## src/rtl/tmr16_pkg.sv

```systemverilog
package tmr16_pkg;

    typedef enum logic [1:0] {
        PS_STOP   = 2'd0,
        PS_DIV1   = 2'd1,
        PS_DIV256 = 2'd2
    } ps_mode_e;

    localparam logic [2:0] CS_STOP   = 3'b000;
    localparam logic [2:0] CS_DIV1   = 3'b001;
    localparam logic [2:0] CS_DIV256 = 3'b100;

    function automatic ps_mode_e cs_decode(input logic [2:0] code);
        ps_mode_e m;
        case (code)
            CS_DIV1:   m = PS_DIV1;
            CS_DIV256: m = PS_DIV256;
            default:   m = PS_STOP;
        endcase
        return m;
    endfunction

endpackage

```

## src/rtl/tmr16_prescale.sv

```systemverilog
module tmr16_prescale
    import tmr16_pkg::*;
#(
    parameter int PRE_W = 8
) (
    input  logic       clk,
    input  logic       rst_n,
    input  logic       cs_wr,
    input  logic [2:0] cs_new,
    input  logic [2:0] cs_cur,
    output logic       tick
);

    ps_mode_e         state_q;
    ps_mode_e         state_d;
    logic [PRE_W-1:0] div_q;
    logic [PRE_W-1:0] div_d;
    logic             restart;

    assign restart = cs_wr && (cs_new != cs_cur);

    // next state
    always_comb begin
        state_d = state_q;
        if (restart) begin
            state_d = cs_decode(cs_new);
        end
    end

    // state register
    always_ff @(posedge clk) begin
        if (!rst_n) begin
            state_q <= PS_STOP;
            div_q   <= '0;
        end else begin
            state_q <= state_d;
            div_q   <= div_d;
        end
    end

    // outputs and divider
    always_comb begin
        tick  = 1'b0;
        div_d = '0;
        unique case (state_q)
            PS_STOP: begin
                tick  = 1'b0;
                div_d = '0;
            end
            PS_DIV1: begin
                tick  = 1'b1;
                div_d = '0;
            end
            PS_DIV256: begin
                tick  = &div_q;
                div_d = div_q + 1'b1;
            end
            default: begin
                tick  = 1'b0;
                div_d = '0;
            end
        endcase
        if (restart) begin
            div_d = '0;
        end
    end

endmodule

```

## src/rtl/tmr16_count.sv

```systemverilog
module tmr16_count #(
    parameter int CNT_W = 16
) (
    input  logic             clk,
    input  logic             rst_n,
    input  logic             tick,
    input  logic             load,
    input  logic [CNT_W-1:0] load_val,
    output logic [CNT_W-1:0] cnt,
    output logic             ovf
);

    logic [CNT_W-1:0] cnt_q;

    assign ovf = tick && !load && (&cnt_q);
    assign cnt = cnt_q;

    always_ff @(posedge clk) begin
        if (!rst_n) begin
            cnt_q <= '0;
        end else if (load) begin
            cnt_q <= load_val;
        end else if (tick) begin
            cnt_q <= cnt_q + 1'b1;
        end
    end

endmodule

```

## src/rtl/tmr16_regs.sv

```systemverilog
module tmr16_regs #(
    parameter int              DATA_W = 8,
    parameter int              ADDR_W = 8,
    parameter logic [ADDR_W-1:0] A_CTLA = 8'h80,
    parameter logic [ADDR_W-1:0] A_CTLB = 8'h81,
    parameter logic [ADDR_W-1:0] A_CNTL = 8'h84,
    parameter logic [ADDR_W-1:0] A_CNTH = 8'h85,
    parameter logic [ADDR_W-1:0] A_MASK = 8'h6F,
    parameter logic [ADDR_W-1:0] A_FLAG = 8'h36,
    localparam int             CNT_W  = 2 * DATA_W
) (
    input  logic              clk,
    input  logic              rst_n,
    input  logic [ADDR_W-1:0] bus_addr,
    input  logic              bus_wr,
    input  logic              bus_rd,
    input  logic [DATA_W-1:0] bus_wdata,
    input  logic              irq_ack,
    input  logic [CNT_W-1:0]  cnt,
    input  logic              ovf,
    output logic [DATA_W-1:0] temp,
    output logic              load,
    output logic              cs_wr,
    output logic [2:0]        cs_new,
    output logic [2:0]        cs_cur,
    output logic              mask,
    output logic              flag,
    output logic [DATA_W-1:0] bus_rdata
);

    logic [DATA_W-1:0] temp_q;
    logic [DATA_W-1:0] ctla_q;
    logic [2:0]        cs_q;
    logic              mask_q;
    logic              flag_q;
    logic              wr_ctla;
    logic              wr_mask;
    logic              wr_flag;
    logic              wr_hi;
    logic              rd_lo;
    logic              flag_clr;

    assign wr_ctla  = bus_wr && (bus_addr == A_CTLA);
    assign cs_wr    = bus_wr && (bus_addr == A_CTLB);
    assign load     = bus_wr && (bus_addr == A_CNTL);
    assign wr_hi    = bus_wr && (bus_addr == A_CNTH);
    assign wr_mask  = bus_wr && (bus_addr == A_MASK);
    assign wr_flag  = bus_wr && (bus_addr == A_FLAG);
    assign rd_lo    = bus_rd && (bus_addr == A_CNTL);
    assign flag_clr = (wr_flag && bus_wdata[0]) || irq_ack;

    assign cs_new = bus_wdata[2:0];
    assign cs_cur = cs_q;
    assign temp   = temp_q;
    assign mask   = mask_q;
    assign flag   = flag_q;

    always_ff @(posedge clk) begin
        if (!rst_n) begin
            temp_q <= '0;
            ctla_q <= '0;
            cs_q   <= '0;
            mask_q <= 1'b0;
            flag_q <= 1'b0;
        end else begin
            if (wr_hi) begin
                temp_q <= bus_wdata;
            end else if (rd_lo) begin
                temp_q <= cnt[CNT_W-1:DATA_W];
            end
            if (wr_ctla) begin
                ctla_q <= bus_wdata;
            end
            if (cs_wr) begin
                cs_q <= bus_wdata[2:0];
            end
            if (wr_mask) begin
                mask_q <= bus_wdata[0];
            end
            if (ovf) begin
                flag_q <= 1'b1;
            end else if (flag_clr) begin
                flag_q <= 1'b0;
            end
        end
    end

    always_comb begin
        bus_rdata = '0;
        if (bus_rd) begin
            case (bus_addr)
                A_CTLA:  bus_rdata = ctla_q;
                A_CTLB:  bus_rdata = {{(DATA_W-3){1'b0}}, cs_q};
                A_CNTL:  bus_rdata = cnt[DATA_W-1:0];
                A_CNTH:  bus_rdata = temp_q;
                A_MASK:  bus_rdata = {{(DATA_W-1){1'b0}}, mask_q};
                A_FLAG:  bus_rdata = {{(DATA_W-1){1'b0}}, flag_q};
                default: bus_rdata = '0;
            endcase
        end
    end

endmodule

```

## src/rtl/tmr16_ovf_timer.sv

```systemverilog
module tmr16_ovf_timer #(
    parameter int DATA_W = 8,
    parameter int ADDR_W = 8,
    parameter int PRE_W  = 8,
    localparam int CNT_W = 2 * DATA_W
) (
    input  logic              clk,
    input  logic              rst_n,
    input  logic [ADDR_W-1:0] bus_addr,
    input  logic              bus_wr,
    input  logic              bus_rd,
    input  logic [DATA_W-1:0] bus_wdata,
    input  logic              gie,
    input  logic              irq_ack,
    output logic [DATA_W-1:0] bus_rdata,
    output logic              irq
);

    logic              tick_w;
    logic              load_w;
    logic              ovf_w;
    logic [CNT_W-1:0]  cnt_w;
    logic [DATA_W-1:0] temp_w;
    logic              cs_wr_w;
    logic [2:0]        cs_new_w;
    logic [2:0]        cs_cur_w;
    logic              mask_w;
    logic              flag_w;

    tmr16_regs #(
        .DATA_W(DATA_W),
        .ADDR_W(ADDR_W)
    ) u_regs (
        .clk      (clk),
        .rst_n    (rst_n),
        .bus_addr (bus_addr),
        .bus_wr   (bus_wr),
        .bus_rd   (bus_rd),
        .bus_wdata(bus_wdata),
        .irq_ack  (irq_ack),
        .cnt      (cnt_w),
        .ovf      (ovf_w),
        .temp     (temp_w),
        .load     (load_w),
        .cs_wr    (cs_wr_w),
        .cs_new   (cs_new_w),
        .cs_cur   (cs_cur_w),
        .mask     (mask_w),
        .flag     (flag_w),
        .bus_rdata(bus_rdata)
    );

    tmr16_prescale #(
        .PRE_W(PRE_W)
    ) u_pre (
        .clk   (clk),
        .rst_n (rst_n),
        .cs_wr (cs_wr_w),
        .cs_new(cs_new_w),
        .cs_cur(cs_cur_w),
        .tick  (tick_w)
    );

    tmr16_count #(
        .CNT_W(CNT_W)
    ) u_cnt (
        .clk     (clk),
        .rst_n   (rst_n),
        .tick    (tick_w),
        .load    (load_w),
        .load_val({temp_w, bus_wdata}),
        .cnt     (cnt_w),
        .ovf     (ovf_w)
    );

    assign irq = flag_w && mask_w && gie;

endmodule

```

## config.mk

```make
export PLATFORM = sky130hd
export DESIGN_NAME = tmr16_ovf_timer
export DESIGN_NICKNAME = d
export VERILOG_FILES = /design/src/rtl/tmr16_pkg.sv /design/src/rtl/tmr16_prescale.sv /design/src/rtl/tmr16_count.sv /design/src/rtl/tmr16_regs.sv /design/src/rtl/tmr16_ovf_timer.sv
export SDC_FILE = /design/constraint.sdc
export NUM_CORES = 1
export LEC_CHECK = 0
export CAP_MARGIN = 20
export CORE_AREA = 2 2 73 75
export CTS_CLUSTER_SIZE = 28
export DETAILED_ROUTE_END_ITERATION = 16
export DIE_AREA = 0 0 75 77
export PLACE_DENSITY = 0.78
export SYNTH_ARGS = -nofsm -noshare
export SYNTH_HDL_FRONTEND = slang
export SYNTH_SLANG_ARGS = --single-unit
```

## constraint.sdc

```tcl
create_clock -name clk -period 2.33 [get_ports clk]
set_input_delay 0.3495 -clock clk [delete_from_list [all_inputs] [get_ports clk]]
set_output_delay 0.3495 -clock clk [all_outputs]
set_load 0.01 [all_outputs]
```

==> out/metrics.yaml, run 1 <==
num_rows: 26
max_freq_mhz: 450
rsz0062_at_grt: "no"
clkLatencyLatePin_ns: 0.30
place_ws_ns: -0.193
synthFlopType: "dfxtp_1"
power_leakage_nw: 1.28
peakVddDrop_mv: 0.343
overflow: 0
dp_hpwl_mm: 5.53
timing.final.crit_share_pct: 95.4
ys_ff_latch: 47
clock_skew_ns: 0.00638
p_sw_uw: 341
grtUsageTotal_pct: 27.4
intPower_mw: 1.08
outcome: "finished, final reports clean"
slowest_delay_ns: 0.50
async_reset_ff_share_pct: 0
clk_pin_slew_ns: 0.09
die_w_um: 75
fin_ws_ns: 0.107
wire_per_inst_um: 16.9
core_area_mm2: 0.00498
die_h_um: 77
synth_edf_count: 0
cts_tree: "yes"
cp_slowest_cell: "or3_2"
ant_nets: 0
syn_inst: 327
cp.required_ns: 2.57
seqPwrFrac_pct: 56.5
synth_warnings: 0
antenna_found_initial: 0
cts_buffer_depth: 2
drv_cap: 0
slew_viol_final: 0
synth_area_per_cell_um2: 8.30
drt_iter0_drc: 270
place_inst: 436
gp_congestion: 0.876
area.growth.synth_to_final_pct: 23.3
setup_viol: 0
finalCriticalPeriod_ns: 2.22
syn_area_mm2: 0.00272
crit_path_end_kind: "flop"
hold_buffers: 0
gr-usage-met3_pct: 6.18
final_cells: 444
sw_frac_of_total_pct: 23.9
crit_fanout: 7
grt_first_pass_wirelength_mm: 12.4
cts_setup_buffers: 0
place_area_mm2: 0.00326
start_kind: "flop"
grt_pass1_vias: 2649
fp.dieArea_mm2: 0.00578
syn-num-nets: 353
mostFrequentLayoutCell: "dfxtp_1"
clkPwrFrac_pct: 34.0
worstPathArrival_ns: 2.46
crit_chain: "inv_1 > ha_1 > nand4b_1 > or3_2 > or4_1 > nand3_1"
use_met2_pct: 43.0
n_fill_cell: 417
final_cell_mix: "dfxtp_1, nor2_1, nand2_1, buf_4"
power.density_mw_per_mm2: 425
finalHoldViolCount: 0
htreeDepth: 2
grt.busiest_layer: "met2"
slew_headroom_pct: 48.0
worst-setup-path-type: "reg2reg"
ys_types: 50
hold_ws_ns: 0.497
postRouteWirelength_mm: 7.52
hp-class: "reg2reg"
ys_seq_area_share_pct: 34.7
worst_slew_pin_slew_ns: 0.777
ioPinCount: 31
clock_sinks: 47
cts_root_buf: "clkbuf_8"
io_buffers: 30
cp_num_buf_inv: 1
combinationalPowerShare_pct: 9.5
finalInstanceArea_mm2: 0.00335
num-nets-final: 399
use_met1_pct: 36.7
via_per_inst: 6.26
drc: 0
cts_buffers: 5
antennaDiodeCount: 0
cp_top_family: "simple AND/OR/NAND/NOR gates"
drive_above_1_share_pct: 13.1
start_util_pct: 54.6
firstDrtPassIters: 5
setup_tns_ns: 0
grt_max_degree: 27
num_vias: 2779
-- cells in the mapped netlist, types with 2 or more instances --
cell | count | share of area [%]
nor2_1 | 39 | 5.4
and4b_1 | 4 | 1.5
o2111ai_1 | 6 | 1.9
o21ai_0 | 10 | 1.8
ha_1 | 4 | 1.8
or4_1 | 6 | 1.7
o31ai_1 | 3 | 0.83
xnor2_1 | 4 | 1.3
and4_1 | 3 | 0.97
nand3_1 | 22 | 4.1
nand2b_1 | 6 | 1.4
buf_2 | 4 | 0.74
and3_1 | 7 | 1.6
nand4b_1 | 3 | 0.97
a311oi_1 | 6 | 1.9
a211oi_1 | 3 | 0.83
dfxtp_1 | 47 | 35
inv_1 | 4 | 0.55
mux4_2 | 3 | 2.5
xor2_1 | 5 | 1.6
a21oi_1 | 16 | 2.9
buf_1 | 2 | 0.28
clkbuf_1 | 15 | 2.1
o211ai_1 | 3 | 0.83
mux2i_1 | 22 | 8.1
nor3_1 | 6 | 1.1
or3_1 | 3 | 0.69
nand4_1 | 8 | 1.8
nor2b_1 | 3 | 0.69
a211o_1 | 3 | 0.97
nand4_2 | 2 | 0.92
a221o_1 | 2 | 0.74
a31oi_1 | 4 | 0.92
nor3b_1 | 2 | 0.55
nand2_1 | 32 | 4.4
-- worst paths after layout --
path                                     end                     startpoint  cells past startpoint  slack [ns]
setup / recovery  u_cnt.cnt[10]$_SDFFE_PN0P_  u_pre.state_q[0]$_SDFFE_PN0P_                      6        0.11
hold / removal    u_cnt.cnt[11]$_SDFFE_PN0P_    u_regs.temp[3]$_SDFFE_PN0P_                      2        0.50
setup reg to reg  u_cnt.cnt[10]$_SDFFE_PN0P_  u_pre.state_q[0]$_SDFFE_PN0P_                      6        0.11
hold reg to reg   u_cnt.cnt[11]$_SDFFE_PN0P_    u_regs.temp[3]$_SDFFE_PN0P_                      2        0.50
-- what timing repair did --
item,CTS,global route
setup endpoints to repair,8,1
gates resized for setup,12,1
pin swaps,1,0
-- logic make-up after synthesis --
| group | share of synthesized area [%] |
|---|---|
| AOI/OAI and AO/OA | 15.9 |
| DFF | 34.7 |
| adders and majority gates | 1.84 |
| muxes | 10.6 |
| xor gates and xnor gates | 2.90 |
| and+or+nand+nor | 30.3 |
| buffers and inverters | 3.78 |
-- final cells by class --
type / instances / area, µm² / share of cell area, %
clock buffer: 7 / 76.3 / 2.28
clock inverter: 1 / 5.00 / 0.149
inverter: 5 / 18.8 / 0.561
multi-input combinational: 254 / 1690 / 50.6
sequential: 47 / 941 / 28.1
tap: 70 / 87.6 / 2.62
timing repair buffer: 60 / 526 / 15.7
-- registers in the layout, summed over array words and instances, names as in the netlist --
name,count
u_regs.mask,1
u_pre.div_q,8
u_regs.cs_cur,3
u_cnt.cnt,16
u_regs.temp,8
u_pre.state_q,2
u_regs.flag,1
u_regs.ctla_q,8
-- stage by stage --
stage          util, %  power, mW
3_3_place_gp      65.6      0.952
4_1_cts           67.1       1.42
2_1_floorplan        -      0.875
6_report          67.3       1.42
5_1_grt           67.3       1.48
3_5_place_dp      65.6      0.953
-- worst min-delay path, delay by kind of cell (launching register included) --
kind	cells	cell delay, ns
AND/OR/NAND/NOR	2	0.11
flip-flops	1	0.33
-- routing by layer --
metal | vias up | routed length [µm]
li1 | 1312 | -
met2 | 139 | 3560
met1 | 1314 | 3230
met3 | 14 | 598
met4 | 0 | 125
met5 | - | 0
-- power by group through the flow --
| stage | Sequential [mW] | Combinational (mW) | Clock, mW |
|---|---|---|---|
| 3_5_place_dp | 0.823 | 0.130 | 0 |
| 4_1_cts | 0.804 | 0.132 | 0.487 |
| 3_3_place_gp | 0.823 | 0.129 | 0 |
| 5_1_grt | 0.804 | 0.145 | 0.531 |
| 2_1_floorplan | 0.823 | 0.0527 | 0 |
| 6_report | 0.804 | 0.135 | 0.484 |
Power figures use the tool's default switching activity.
==> run 2, diff against run 1 <==
--- a/config.mk
+++ b/config.mk
@@ -11,4 +11,5 @@
 export DETAILED_ROUTE_END_ITERATION = 16
 export DIE_AREA = 0 0 75 77
+export HOLD_SLACK_MARGIN = 0.06
 export PLACE_DENSITY = 0.78
 export SYNTH_ARGS = -nofsm -noshare
==> constraint.sdc (replaced) <==
create_clock -name clk -period 2.33 [get_ports clk]
set_input_delay 0.3495 -clock clk [delete_from_list [all_inputs] [get_ports clk]]
set_output_delay 0.3495 -clock clk [all_outputs]
set_load 0.005 [all_outputs]
==> out/metrics.yaml, run 2 (synthesized netlist as in run 1, its figures left out) <==
cp.required_ns: 1.98
finalCriticalPeriod_ns: 2.21
max_freq_mhz: 453
worstPathArrival_ns: 1.86
slew_headroom_pct: 49.0
dp_hpwl_mm: 5.45
outcome: "finished, final reports clean"
timing.final.crit_share_pct: 94.8
area.growth.synth_to_final_pct: 24.5
grt_first_pass_wirelength_mm: 12.0
finalPower_mw: 1.43
peakVddDrop_mv: 0.331
antenna_found_initial: 0
htreeDepth: 2
clock_skew_ns: 0.00843
wire_per_inst_um: 16.8
crit_fanout: 5
worst_slew_pin_slew_ns: 0.762
cts_buffer_depth: 2
drc: 0
start_util_pct: 54.6
largest_register_ffs: 16
finalHoldViolCount: 0
power_leakage_nw: 1.30
cts_buffers: 5
clkLatencyLatePin_ns: 0.30
io_buffers: 30
finalInstanceArea_mm2: 0.00338
overflow: 0
num_rows: 26
hp-class: "reg2reg"
final_cell_mix: "dfxtp_1, nor2_1, nand2_1, buf_4, nand3_1"
grtUsageTotal_pct: 26.8
cts_root_buf: "clkbuf_8"
antennaDiodeCount: 0
core_area_mm2: 0.00498
place_area_mm2: 0.00326
start_kind: "input pin"
grt_max_degree: 27
drive_above_1_share_pct: 14.3
clock_sinks: 47
num_vias: 2738
ant_nets: 0
slew_viol_final: 0
die_h_um: 77
die_w_um: 75
postRouteWirelength_mm: 7.51
setup_viol: 0
crit_path_end_kind: "output port"
fp.dieArea_mm2: 0.00578
via_per_inst: 6.13
worst-setup-path-type: "in2out"
firstDrtPassIters: 5
gp_congestion: 0.869
grt_pass1_vias: 2496
drv_cap: 0
mostFrequentLayoutCell: "dfxtp_1"
ioPinCount: 31
rsz0062_at_grt: "no"
num-nets-final: 402
clk_pin_slew_ns: 0.09
power.density_mw_per_mm2: 423
drt_iter0_drc: 225
cts_tree: "yes"
[run 2: area by class of cell]
type,count,area [µm²]
Clock buffer,6,72.6
Clock inverter,2,12.5
Fill cell,437,1600
Inverter,5,18.8
Multi-Input combinational cell,254,1700
Sequential cell,47,941
Tap cell,70,87.6
Timing Repair Buffer,63,549
[run 2: per-layer routing]
layer	wire length, µm	vias up	GRT usage (%)
li1	-	1320	-
met1	3300	1284	36.2
met2	3510	115	43.2
met3	551	19	4.34
met4	145	0	8.21
met5	0	-	0
[run 2: worst max-delay path: stages]
cell             delay (ns)
clkdlybuf4s50_1        0.46
nor4b_4                0.30
nand3_1                0.13
buf_6                  0.15
buf_4                  0.13
nor2_1                 0.09
dlygate4sd2_1          0.24
[run 2: stage by stage]
stage / utilization, % / setup WS (ns) / TNS, ns / instances / hold slack [ns]
6_report: 67.9 / 0.121 / 0 / 447 / 0.485
3_3_place_gp: 65.5 / -0.148 / -0.714 / 437 / 0.462
4_1_cts: 67.5 / 0.102 / 0 / 446 / 0.492
3_5_place_dp: 65.5 / -0.151 / -0.839 / 437 / 0.472
2_1_floorplan: - / 0.406 / 0 / 327 / 0.441
5_1_grt: 67.9 / 0.0249 / 0 / 447 / 0.530
[run 2: power breakdown]
group / switching, mW / internal (mW)
registers: 0.000962 / 0.803
logic: 0.0666 / 0.0699
clock network: 0.280 / 0.210
[run 2: final timing paths]
check                                              startpoint                    endpoint  slack, ns  depth (start not counted)
worst max-delay path                              bus_addr[1]                bus_rdata[6]       0.12                          7
worst min register to register      u_pre.div_q[0]$_SDFF_PP0_   u_pre.div_q[0]$_SDFF_PP0_       0.48                          1
worst min-delay path                u_pre.div_q[0]$_SDFF_PP0_   u_pre.div_q[0]$_SDFF_PP0_       0.48                          1
worst max register to register  u_pre.state_q[0]$_SDFFE_PN0P_  u_cnt.cnt[10]$_SDFFE_PN0P_       0.12                          6
[run 2: repair_timing]
| action | CTS | global route |
|---|---|---|
| buffers inserted | 1 | 1 |
| gates resized for setup | 16 | 2 |
| hold buffers | 0 | 0 |
| pin swaps | 2 | 2 |
| endpoints found under the setup margin | 8 | 3 |
